==> src/rtl/dfic_pkg.sv <==
// Package: register map constants and widths shared by the feed controller.
// Assumes a byte-addressed 8-bit register space with word-aligned registers.
package dfic_pkg;
    localparam int ADDR_W     = 8;
    localparam int CH_BASE    = 32;   // first channel group (0x20)
    localparam int CH_STRIDE  = 16;   // distance between channel groups
    localparam int OFS_ADDR   = 0;
    localparam int OFS_LEN    = 4;
    localparam int OFS_CTRL   = 8;

    localparam logic [ADDR_W-1:0] A_STATUS = 8'h00;
    localparam logic [ADDR_W-1:0] A_EN_SET = 8'h04;
    localparam logic [ADDR_W-1:0] A_EN_CLR = 8'h08;
    localparam logic [ADDR_W-1:0] A_PEND   = 8'h0C;
    localparam logic [ADDR_W-1:0] A_FIFO   = 8'h10;
    localparam logic [ADDR_W-1:0] A_FCTRL  = 8'h14;

    localparam int HSRC_W = 2;

    // Byte address of the register group for the channel whose bit index is idx
    function automatic logic [ADDR_W-1:0] group_base(input int idx, input int nch);
        return ADDR_W'(CH_BASE + (nch - 1 - idx) * CH_STRIDE);
    endfunction
endpackage

==> src/rtl/dfic_irq_core.sv <==
// Interrupt core: enable mask with separate set/clear writes, pending flags
// cleared by writing ones, and the combined interrupt line.
// Assumes at most one of the three write strobes is active per cycle.
module dfic_irq_core #(
    parameter int NCH = 4
) (
    input  logic           clk,
    input  logic           rst_n,
    input  logic           en_set_we,
    input  logic           en_clr_we,
    input  logic           pend_clr_we,
    input  logic [NCH-1:0] wbits,
    input  logic [NCH-1:0] done,
    output logic [NCH-1:0] en_q,
    output logic [NCH-1:0] pend_q,
    output logic [NCH-1:0] active,
    output logic           irq
);
    // Enable mask: write-one-to-set and write-one-to-clear
    always_ff @(posedge clk) begin
        if (!rst_n)
            en_q <= '0;
        else if (en_set_we)
            en_q <= en_q | wbits;
        else if (en_clr_we)
            en_q <= en_q & ~wbits;
    end

    // Pending flags: a done pulse wins over a same-cycle clear
    always_ff @(posedge clk) begin
        if (!rst_n)
            pend_q <= '0;
        else
            pend_q <= (pend_q & ~(pend_clr_we ? wbits : '0)) | done;
    end

    // Masked sources and the combined request line
    assign active = pend_q & en_q;
    assign irq    = |active;

    p_en_set_r1: assert property (@(posedge clk) disable iff (!rst_n)
        en_set_we |=> ((en_q & $past(wbits)) == $past(wbits)));
    p_en_clr_r1: assert property (@(posedge clk) disable iff (!rst_n)
        en_clr_we |=> ((en_q & $past(wbits)) == '0));
    p_done_sets_r3: assert property (@(posedge clk) disable iff (!rst_n)
        (done != '0) |=> ((pend_q & $past(done)) == $past(done)));
    p_pend_clear_r2: assert property (@(posedge clk) disable iff (!rst_n)
        pend_clr_we |=> ((pend_q & $past(wbits) & ~$past(done)) == '0));
endmodule

==> src/rtl/dfic_channel.sv <==
// One DMA feed channel register group: start address, length and the
// generic flush/byte-swap control bits. A length write launches a start
// pulse. Assumes bus_we lasts one cycle per write.
module dfic_channel #(
    parameter int                         DW       = 32,
    parameter int                         AW       = 8,
    parameter logic [AW-1:0]              BASE     = '0,
    parameter int                         SWAP_BIT = 1
) (
    input  logic          clk,
    input  logic          rst_n,
    input  logic [AW-1:0] bus_addr,
    input  logic          bus_we,
    input  logic [DW-1:0] bus_wdata,
    output logic          start_o,
    output logic [DW-1:0] addr_o,
    output logic [DW-1:0] len_o,
    output logic          flush_o,
    output logic          swap_o,
    output logic [DW-1:0] rd_data_o
);
    localparam logic [AW-1:0] R_ADDR = BASE + AW'(dfic_pkg::OFS_ADDR);
    localparam logic [AW-1:0] R_LEN  = BASE + AW'(dfic_pkg::OFS_LEN);
    localparam logic [AW-1:0] R_CTRL = BASE + AW'(dfic_pkg::OFS_CTRL);

    logic wr_addr, wr_len, wr_ctrl;
    assign wr_addr = bus_we && (bus_addr == R_ADDR);
    assign wr_len  = bus_we && (bus_addr == R_LEN);
    assign wr_ctrl = bus_we && (bus_addr == R_CTRL);

    // Start address latch
    always_ff @(posedge clk) begin
        if (!rst_n)       addr_o <= '0;
        else if (wr_addr) addr_o <= bus_wdata;
    end

    // Length latch plus start pulse in the cycle after the write
    always_ff @(posedge clk) begin
        if (!rst_n) begin
            len_o   <= '0;
            start_o <= 1'b0;
        end else begin
            start_o <= wr_len;
            if (wr_len) len_o <= bus_wdata;
        end
    end

    // Byte-swap level and self-clearing flush request
    always_ff @(posedge clk) begin
        if (!rst_n) begin
            swap_o  <= 1'b0;
            flush_o <= 1'b0;
        end else begin
            flush_o <= wr_ctrl && bus_wdata[0];
            if (wr_ctrl) swap_o <= bus_wdata[SWAP_BIT];
        end
    end

    // Readback of this group, zero when the address misses it
    always_comb begin
        rd_data_o = '0;
        if (bus_addr == R_ADDR)      rd_data_o = addr_o;
        else if (bus_addr == R_LEN)  rd_data_o = len_o;
        else if (bus_addr == R_CTRL) begin
            rd_data_o[0]        = flush_o;
            rd_data_o[SWAP_BIT] = swap_o;
        end
    end

    p_start_cause_r8: assert property (@(posedge clk) disable iff (!rst_n)
        start_o |-> $past(wr_len));
    p_flush_cause_r9: assert property (@(posedge clk) disable iff (!rst_n)
        flush_o |-> ($past(wr_ctrl) && $past(bus_wdata[0])));
    p_len_hold_r8: assert property (@(posedge clk) disable iff (!rst_n)
        !wr_len |=> $stable(len_o));
endmodule

==> src/rtl/dfic_top.sv <==
// DMA feed interrupt controller top: decodes the register bus, instantiates
// the interrupt core and one register group per channel, and holds the
// public-key mode bits, FIFO status view and hash-source selector.
// Assumes channel bit index 0 is the public-key channel.
module dfic_top #(
    parameter int NCH = 4,
    parameter int DW  = 32
) (
    input  logic                        clk,
    input  logic                        rst_n,
    input  logic [dfic_pkg::ADDR_W-1:0] bus_addr,
    input  logic                        bus_we,
    input  logic [DW-1:0]               bus_wdata,
    output logic [DW-1:0]               bus_rdata,
    input  logic [NCH-1:0]              chan_done,
    input  logic [NCH-1:0]              fifo_full,
    input  logic [NCH-1:0]              fifo_empty,
    output logic [NCH-1:0]              chan_start,
    output logic [NCH*DW-1:0]           chan_addr,
    output logic [NCH*DW-1:0]           chan_len,
    output logic [NCH-1:0]              chan_flush,
    output logic [NCH-1:0]              chan_swap,
    output logic                        pk_transmit,
    output logic                        pk_descend,
    output logic [dfic_pkg::HSRC_W-1:0] hash_src,
    output logic                        irq
);
    import dfic_pkg::*;

    localparam int            PK_IDX  = 0;
    localparam logic [ADDR_W-1:0] PK_CTRL = group_base(PK_IDX, NCH) + ADDR_W'(OFS_CTRL);

    logic [NCH-1:0] en_q, pend_q, active;
    logic [DW-1:0]  ch_rd [NCH];
    logic [1:0]     pk_mode_q;

    // Interrupt core with decoded write strobes
    dfic_irq_core #(.NCH(NCH)) u_irq (
        .clk        (clk),
        .rst_n      (rst_n),
        .en_set_we  (bus_we && bus_addr == A_EN_SET),
        .en_clr_we  (bus_we && bus_addr == A_EN_CLR),
        .pend_clr_we(bus_we && bus_addr == A_PEND),
        .wbits      (bus_wdata[NCH-1:0]),
        .done       (chan_done),
        .en_q       (en_q),
        .pend_q     (pend_q),
        .active     (active),
        .irq        (irq)
    );

    // One register group per channel; the public-key group swaps at bit 3
    for (genvar i = 0; i < NCH; i++) begin : g_ch
        localparam int SWB = (i == PK_IDX) ? 3 : 1;
        dfic_channel #(
            .DW      (DW),
            .AW      (ADDR_W),
            .BASE    (group_base(i, NCH)),
            .SWAP_BIT(SWB)
        ) u_ch (
            .clk      (clk),
            .rst_n    (rst_n),
            .bus_addr (bus_addr),
            .bus_we   (bus_we),
            .bus_wdata(bus_wdata),
            .start_o  (chan_start[i]),
            .addr_o   (chan_addr[i*DW +: DW]),
            .len_o    (chan_len[i*DW +: DW]),
            .flush_o  (chan_flush[i]),
            .swap_o   (chan_swap[i]),
            .rd_data_o(ch_rd[i])
        );
    end

    // Public-key transmit and descending-order bits
    always_ff @(posedge clk) begin
        if (!rst_n)
            pk_mode_q <= '0;
        else if (bus_we && bus_addr == PK_CTRL)
            pk_mode_q <= bus_wdata[2:1];
    end
    assign pk_transmit = pk_mode_q[0];
    assign pk_descend  = pk_mode_q[1];

    // Hash input source selector
    always_ff @(posedge clk) begin
        if (!rst_n)
            hash_src <= '0;
        else if (bus_we && bus_addr == A_FCTRL)
            hash_src <= bus_wdata[HSRC_W-1:0];
    end

    // Read multiplexer over global registers and channel groups
    always_comb begin
        bus_rdata = '0;
        case (bus_addr)
            A_STATUS: bus_rdata[NCH-1:0] = active;
            A_EN_SET: bus_rdata[NCH-1:0] = en_q;
            A_PEND:   bus_rdata[NCH-1:0] = pend_q;
            A_FIFO: begin
                for (int k = 0; k < NCH; k++) begin
                    bus_rdata[2*k+1] = fifo_full[k];
                    bus_rdata[2*k]   = fifo_empty[k];
                end
            end
            A_FCTRL:  bus_rdata[HSRC_W-1:0] = hash_src;
            default:  ;
        endcase
        for (int k = 0; k < NCH; k++)
            bus_rdata = bus_rdata | ch_rd[k];
        if (bus_addr == PK_CTRL)
            bus_rdata[2:1] = pk_mode_q;
    end

    p_irq_source_r4: assert property (@(posedge clk) disable iff (!rst_n)
        irq |-> ((pend_q & en_q) != '0));
    p_start_single_r8: assert property (@(posedge clk) disable iff (!rst_n)
        $onehot0(chan_start));
    p_reset_quiet_r10: assert property (@(posedge clk)
        $past(!rst_n) |-> (chan_start == '0 && pend_q == '0 && en_q == '0));
endmodule

==> config.mk <==
export PLATFORM = sky130hd
export DESIGN_NAME = dfic_top
export DESIGN_NICKNAME = d
export VERILOG_FILES = /design/src/rtl/dfic_pkg.sv /design/src/rtl/dfic_irq_core.sv /design/src/rtl/dfic_channel.sv /design/src/rtl/dfic_top.sv
export SDC_FILE = /design/constraint.sdc
export NUM_CORES = 1
export LEC_CHECK = 0
export ABC_AREA = 1
export BUFFER_PORTS_ARGS = -buffer_cell sky130_fd_sc_hd__buf_2
export CAP_MARGIN = 15
export CORE_ASPECT_RATIO = 1.25
export CORE_MARGIN = 4
export CORE_UTILIZATION = 50
export CTS_CLUSTER_SIZE = 20
export DETAILED_ROUTE_END_ITERATION = 16
export PLACE_DENSITY = 0.78
export SETUP_SLACK_MARGIN = 0.15
export SKIP_LAST_GASP = 1
export SYNTH_ARGS = -nofsm -noshare
export SYNTH_HDL_FRONTEND = slang
export SYNTH_SLANG_ARGS = --single-unit
==> constraint.sdc <==
create_clock -name clk -period 1.5 [get_ports clk]
set_input_delay 0.075 -clock clk [delete_from_list [all_inputs] [get_ports clk]]
set_output_delay 0.075 -clock clk [all_outputs]
set_load 0.01 [all_outputs]
# == Yosys cells after proc, flatten, opt, wreduce, memory -nomap -nowiden ==
# Cells that the tools add are included.
# op_classes
eq_ne,17
mux,26
bitwise,11
n_reduce_logical,23
# ops
op,count
32-bit 2-to-1 mux,4
32-bit OR,3
30-bit 2-to-1 mux,3
8-bit by 6-bit == test with 1-bit output (second input constant),6
8-bit by 7-bit == test with 1-bit output (second input constant),6
8-bit by 32-bit OR with 32-bit output,1
28-bit 2-to-1 mux,1
1-bit logical AND,20
8-bit by 4-bit == test with 1-bit output (second input constant),2
8-bit by 5-bit == test with 1-bit output (second input constant),2
2-bit 2-to-1 mux,8
4-bit 2-to-1 mux,4
4-bit AND,3
2-bit case mux with 5 select lines,1
8-bit by 3-bit == test with 1-bit output (second input constant),1
8-bit logical NOT,1
4-bit NOT,2
4-bit OR,2
2-bit case mux with 4 select lines,1
1-bit 2-to-1 mux,4
4-bit OR reduction,1
2-bit nonzero test,1
# word_totals
regBits,280
inputBits,55
output_inout_bits,305
word_cells,101

# == Longest topological paths before layout ==
# Gate-level depths: netlist (run 1).
# depth
ltp_word,9
depth_mapped,10
ltp_nobuf,9

# == Hierarchy ==
# Synthesis (run 1) repeated with hierarchy kept, for this count alone.
# hier_totals
cells_unflattened,2394
area_unflattened_um2,14885.5
# modules_own_cells
mod,instances,cells_each,area_per_inst_um2,seq_area_each_um2
dfic_channel at g_ch[3].u_ch,1,559,3528.4,1341.3
dfic_channel at g_ch[1].u_ch,1,564,3524.6,1341.3
dfic_channel at g_ch[0].u_ch,1,566,3455.8,1341.3
dfic_channel at g_ch[2].u_ch,1,523,3243.1,1341.3
dfic_top,1,132,803.3,80.1
dfic_irq_core,1,50,330.3,160.2

# == Least setup slack after synthesis (run 1) ==
# OpenSTA, ideal clock, no wires.
# synth_path
path_kind,in2reg
start,in bus_addr[0] (netlist bit)
end,reg g_ch[0].u_ch.len_o[22]
setup_time_ps,128
arrival_ps,1077
required_time_ps,1372
setup_slack_ps,294
cell_stages,9
path_buffers,3
cell_sequence,inv_1 nand2_2 nor2_4 buf_6 nand3_1 buf_4 clkbuf_1 o21ai_0 a21oi_1
# synth_between
elab_chain_len,2
# synth_rtl
element,line,text
start: declaration,dfic_top.sv:11,"input logic [dfic_pkg::ADDR_W-1:0] bus_addr,"
8-bit by 7-bit == test with 1-bit output,dfic_channel.sv:28,assign wr_len = bus_we && (bus_addr == R_LEN);
1-bit logical AND,dfic_channel.sv:28,
end signal: assignment,dfic_channel.sv:44,if (wr_len) len_o <= bus_wdata;
end: declaration,dfic_channel.sv:17,"output logic [DW-1:0] len_o,"
# Every way passes these cells.
# A chain may end at the register's enable or synchronous reset.

# == Worst setup path in the final report (run 1) ==
# layout_path
start,reg g_ch[3].u_ch.len_o[13]
end,out bus_rdata[13]
# layout_between
elab_chain_len,3
# layout_rtl
element,line,text
start: declaration,dfic_channel.sv:17,
start signal: assignment,dfic_channel.sv:44,
30-bit 2-to-1 mux,dfic_channel.sv:63,else if (bus_addr == R_LEN) rd_data_o = len_o;
32-bit 2-to-1 mux,dfic_channel.sv:62,if (bus_addr == R_ADDR) rd_data_o = addr_o;
32-bit OR,dfic_top.sv:110,bus_rdata = bus_rdata | ch_rd[k];
end: declaration,dfic_top.sv:14,"output logic [DW-1:0] bus_rdata,"
# Every way passes these cells.

==> results_dict.tcl, run 1 <==
set metrics [dict create \
    crit_type "reg -> out" \
    met1_usage_pct 41.14 \
    leakagePower_nw 8.101 \
    io_buffers 359 \
    grt_pass1_vias 13810 \
    endpoint_kind "output pin" \
    max_freq_ghz 0.5866 \
    worstHoldPathType "in -> reg" \
    slew_headroom_pct 71.12 \
    synthSimpleGateAreaFrac_pct 18.39 \
    worst_slack_ns -0.2049 \
    drt-pass1-iter-count 5 \
    grt_pass1_wl_mm 80.65 \
    via_per_inst 5.813 \
    netlist_area_mm2 0.01180 \
    final_common_cell "buf_2" \
    stdcell_area_mm2 0.01801 \
    cts_htree_levels 1 \
    n_fill_cell 1654 \
    violations "negative setup slack" \
    met3_usage_pct 8.841 \
    clk_pin_slew_ns 0.06 \
    cts_tree "done" \
    core_area_mm2 0.02312 \
    ys_seq_area_share_pct 47.49 \
    drv_cap 0 \
    dieWidth_um 145.4 \
    setup_violations 29 \
    cp-start-kind "flip-flop" \
    synthMuxAreaShare_pct 0 \
    io_pins 360 \
    grt_use_total_pct 38.89 \
    dp_slack_ns -0.3529 \
    final_cell_mix "buf_2 (336), o21ai_0 (229), a21oi_1 (200), dfxtp_1 (195), nor2_1 (187)" \
    synth_top_family_by_area "compound AO/OA/AOI/OAI gates" \
    yosys_warnings 0 \
    ys_seq_elements 280 \
    worstPathMaxFanout 2 \
    grt_max_degree 83 \
    detail_route.wl_per_cell_um 22.54 \
    netlist_instances 1627 \
    antenna_found_initial 0 \
    grt.overflow.total 0 \
    dieHeight_um 179.8 \
    tightest_slew_ns 0.4332 \
    final_util_pct 77.90 \
    syn_nets 1682 \
    async_flop_share_pct 0 \
    synth_cell_types 31 \
    yosys.area_share.adder_pct 0 \
    synth_compound_area_share_pct 23.68 \
    numCtsBuffers 28 \
    critPathRequiredTime_ns 1.42 \
    status "finished with violations" \
    place_area_mm2 0.01463 \
    yosys.area_share.xor_xnor_pct 0 \
    worst_ir_drop_vdd_v 0.0008861 \
    place_congestion 0.9985 \
    dr_total_vias 14290 \
    whs_ns 0.1249 \
    hold_viol_final 0 \
    cellPowerDensity_mw_per_mm2 839.1 \
    period_needed_ns 1.705 \
    ys.flop_type "dfxtp_1" \
    start_util_pct 51.06 \
    initialDrtViolationCount 1308 \
    fin_setup_tns_ns -3.010 \
    diodes 0 \
    fin_nets 2208 \
    dieArea_mm2 0.02615 \
    ant_nets 0 \
    finalCritPeriodShare_pct 113.7 \
    busiest_layer "met2" \
    cts_sinks 280 \
    use_met2_pct 66.77 \
    fin_worst_skew_ns 0 \
    root_buffer "clkbuf_16" \
    std_cell_rows 62 \
    area_growth_pct 52.57 \
    drc 0 \
    rsz0062_at_grt "true" \
    slew_viol_final 0 \
    clock_path_buffers 3 \
    clock_latency_ns 0.54 \
    dp_hpwl_mm 37.26 \
    wirelength_mm 55.44 \
    drive_gt1_share_pct 43.34 \
    synth_edf_count 0 \
    syn_area_per_cell_um2 7.255 \
    worstPathArrival_ns 1.63 \
]
[layout make-up]
class                      instances  area, um^2  share of cell area, %
clock buffer                      40       817.0                  4.537
clock inverter                     8       45.04                 0.2501
inverter                         170       663.1                  3.682
multi-input combinational       1058        5864                  32.56
sequential                       280        5724                  31.79
tap                              288       360.3                  2.001
timing repair buffer             615        4534                  25.18
[repair_timing]
| action | CTS | global route |
|---|---|---|
| hold buffers | 39 | 0 |
| pin swaps | 85 | 71 |
| gates cloned | 5 | 4 |
| setup endpoints to repair | 33 | 114 |
| hold endpoints to repair | 244 | 0 |
| buffers inserted | 53 | 24 |
| gates resized for setup | 286 | 153 |
[cells in the mapped netlist (4+ instances only)]
cell type | count | area share [%]
nand4_1 | 12 | 0.64
nand2_1 | 187 | 5.9
dfxtp_1 | 280 | 47
nor2_1 | 215 | 6.8
inv_1 | 160 | 5.1
buf_6 | 5 | 0.48
a21oi_1 | 217 | 9.2
o22ai_1 | 52 | 2.8
buf_4 | 14 | 0.89
nand3_1 | 73 | 3.1
clkbuf_1 | 56 | 1.8
nand3b_1 | 5 | 0.32
nor2_2 | 5 | 0.26
nand2_2 | 7 | 0.37
o21ai_1 | 20 | 0.85
nor3_1 | 8 | 0.34
buf_2 | 44 | 1.9
clkinv_1 | 4 | 0.13
inv_2 | 5 | 0.16
o21ai_0 | 242 | 10
[per-layer routing]
| metal | vias up | part of all wire [%] | wire, um |
|---|---|---|---|
| met5 | - | 0 | 0 |
| met4 | 0 | 9.5 | 5245 |
| met3 | 259 | 10 | 5601 |
| met2 | 916 | 48 | 26460 |
| met1 | 6665 | 33 | 18130 |
| li1 | 6454 | - | - |
[critical path: stages, from the launching register on]
cell and delay, ns:
dfxtp_2 0.33, inv_2 0.06, o22ai_2 0.07, buf_4 0.15, nor2_4 0.13, nand4_1 0.16
buf_2 0.19
[metrics by stage]
| step | power, mW | cells |
|---|---|---|
| final | 15.11 | 2459 |
| after global routing | 15.46 | 2459 |
| after CTS | 15.03 | 2431 |
| after detailed placement | 8.330 | 2286 |
| after global placement | 8.326 | 2286 |
| after floorplan | 7.936 | 1627 |
[registers in the layout, summed over array words and instances (netlist names), named ones only]
name               flops
g_ch.u_ch.swap_o       4
u_irq.pend_q           4
g_ch.u_ch.len_o      128
g_ch.u_ch.addr_o     128
g_ch.u_ch.flush_o      4
pk_mode_q              2
hash_src               2
g_ch.u_ch.start_o      4
[power breakdown]
part	switching, mW	total [mW]	leakage, nW	internal, mW
sequential	0.0232	7.47	2.30	7.45
clock	2.98	6.74	0.424	3.76
combinational	0.576	0.900	5.38	0.324
total	3.58	15.1	8.10	11.5
[final timing paths]
| kind | from | to | slack [ns] | depth (start not counted) |
|---|---|---|---|---|
| setup / recovery | g_ch[3].u_ch.len_o[13] | bus_rdata[13] | -0.20 | 6 |
| hold / removal | bus_addr[6] | g_ch[1].u_ch.flush_o | 0.12 | 5 |
| setup reg to reg | g_ch[2].u_ch.addr_o[1] | g_ch[2].u_ch.addr_o[1] | 0.67 | 3 |
| hold reg to reg | g_ch[0].u_ch.len_o[29] | g_ch[0].u_ch.len_o[29] | 0.46 | 2 |
[logic make-up (layout without fill, tap and decap cells)]
kind of cell,count (synthesis),in the layout
AO/OA/AOI/OAI,540,540
AND/OR/NAND/NOR,518,518
flip-flops,280,280
buffers and inverters,289,833
(Power assumes the default switching activity.)
==> inputs of run 2 (changes only) <==
==> constraint.sdc (replaced) <==
create_clock -name clk -period 1.6 [get_ports clk]
set_input_delay 0.08 -clock clk [delete_from_list [all_inputs] [get_ports clk]]
set_output_delay 0.08 -clock clk [all_outputs]
set_load 0.01 [all_outputs]
==> results_dict.tcl, run 2 (same netlist as run 1, synthesis figures left out) <==
set metrics [dict create \
    diodes 0 \
    grt_pass1_wl_mm 78.63 \
    worstHoldPathType "in -> reg" \
    drc 0 \
    hold_depth 4 \
    worst_slack_ns -0.2371 \
    clk_pin_slew_ns 0.07 \
    dp_slack_ns -0.1671 \
    area_growth_pct 52.79 \
    grt.overflow.total 0 \
    cts_sinks 280 \
    final_cell_count_no_fill 2446 \
    cts_htree_levels 1 \
    cp-start-kind "flip-flop" \
    rrSetupSlack_ns 0.76 \
    cellPowerDensity_mw_per_mm2 854.2 \
    max_freq_ghz 0.5443 \
    grt_max_degree 94 \
    critPathRequiredTime_ns 1.52 \
    dr_total_vias 14470 \
    slew_headroom_pct 60.69 \
    status "finished with violations" \
    wirelength_mm 57.19 \
    worstPathMaxFanout 2 \
    violations "negative setup slack" \
    setup_violations 18 \
    dieHeight_um 179.8 \
    core_area_mm2 0.02312 \
    antenna_found_initial 0 \
    leakagePower_nw 8.078 \
    clock_latency_ns 0.56 \
    numCtsBuffers 30 \
    initialDrtViolationCount 1787 \
    slew_viol_final 0 \
    dieArea_mm2 0.02615 \
    reg2reg_to "g_ch[2].u_ch.addr_o[1]" \
    hold_viol_final 0 \
    period_needed_ns 1.837 \
    fin_worst_skew_ns 0 \
    final_common_cell "buf_2" \
    top_regs "g_ch.u_ch.addr_o (128), g_ch.u_ch.len_o (128)" \
    grt_use_total_pct 37.82 \
    finalCritPeriodShare_pct 114.8 \
    io_buffers 359 \
    worst_ir_drop_vdd_v 0.0007974 \
    drt-pass1-iter-count 6 \
    place_congestion 1.039 \
    tightest_slew_ns 0.5888 \
    hold_path_end "g_ch[3].u_ch.len_o[1]" \
    timing.rr.start "g_ch[2].u_ch.addr_o[1]" \
    drv_cap 0 \
    rsz0062_at_grt "true" \
    dp_cells 2260 \
    dieWidth_um 145.4 \
    cts_tree "done" \
    final_cell_mix "buf_2 (334), o21ai_0 (234), a21oi_1 (199), nor2_1 (196), dfxtp_1 (167)" \
    grt_pass1_vias 13400 \
    crit_type "reg -> out" \
    ant_nets 0 \
    drive_gt1_share_pct 45.18 \
    std_cell_rows 62 \
    worstHoldStart "bus_we" \
    start_util_pct 51.06 \
    root_buffer "clkbuf_16" \
    worstPathArrival_ns 1.76 \
    reg2reg_depth 3 \
    power.total_mw 15.40 \
    via_per_inst 5.917 \
    endpoint_kind "output pin" \
    fin_nets 2193 \
    detail_route.wl_per_cell_um 23.38 \
    dp_hpwl_mm 36.07 \
    clock_path_buffers 3 \
    io_pins 360 \
]
## run 2: repair_timing
item / 4_1_cts / 5_1_grt
setup buffers: 44 / 38
gates cloned: 5 / 5
endpoints found under the hold margin: 250 / 2
hold buffers: 40 / 2
resized for setup: 222 / 237
pin swaps: 58 / 82
endpoints found under the setup margin: 32 / 33
## run 2: report_power, final
part / internal [mW] / leakage, nW / switching (mW)
logic: 0.286 / 5.23 / 0.539
clock network: 4.56 / 0.527 / 3.01
registers: 6.98 / 2.32 / 0.0237
## run 2: how the worst max path moves through the flow
| stage | start | endpoint | slack (ns) | cells after the start |
|---|---|---|---|---|
| finish | g_ch[1].u_ch.len_o[24] | bus_rdata[24] | -0.24 | 6 |
| global placement | bus_addr[1] | bus_rdata[28] | -0.17 | 11 |
| CTS | g_ch[2].u_ch.flush_o | bus_rdata[0] | -0.06 | 6 |
| floorplan | bus_addr[0] | g_ch[0].u_ch.len_o[22] | 0.39 | 9 |
| detailed placement | bus_addr[1] | bus_rdata[28] | -0.17 | 11 |
| global route | g_ch[2].u_ch.len_o[24] | bus_rdata[24] | -0.22 | 6 |
## run 2: critical path, cell delays in order (launching register included)
cell     delay, ns
dfxtp_1       0.34
inv_1         0.08
o22ai_1       0.29
nor2_1        0.12
buf_4         0.18
nand3_2       0.06
buf_6         0.10
## run 2: layer usage
metal	vias to the layer above	routed length, um	track usage [%]
met5	-	0	0
met4	0	5183	26.57
met3	304	6066	8.363
met2	1073	27120	65.48
met1	6666	18820	40.87
li1	6430	-	-
## run 2: cell type report
type,instances,area [um^2]
clock buffer,35,810.8
clock inverter,17,242.7
fill,1616,5082
inverter,170,650.6
multi-input combinational,1059,5854
sequential,280,5762
tap,288,360.3
timing repair buffer,597,4354
## run 2: metrics by stage
step / hold slack [ns] / instance area (um^2) / util [%] / setup TNS (ns)
after floorplan: 0.2140 / 11800 / - / 0
after global placement: 0.3236 / 14470 / 62.61 / -2.526
after detailed placement: 0.3243 / 14470 / 62.61 / -4.734
after CTS: 0.01014 / 16970 / 73.39 / -0.6099
after global routing: 0.03590 / 18030 / 78.01 / -1.897
final: 0.02709 / 18030 / 78.01 / -1.260
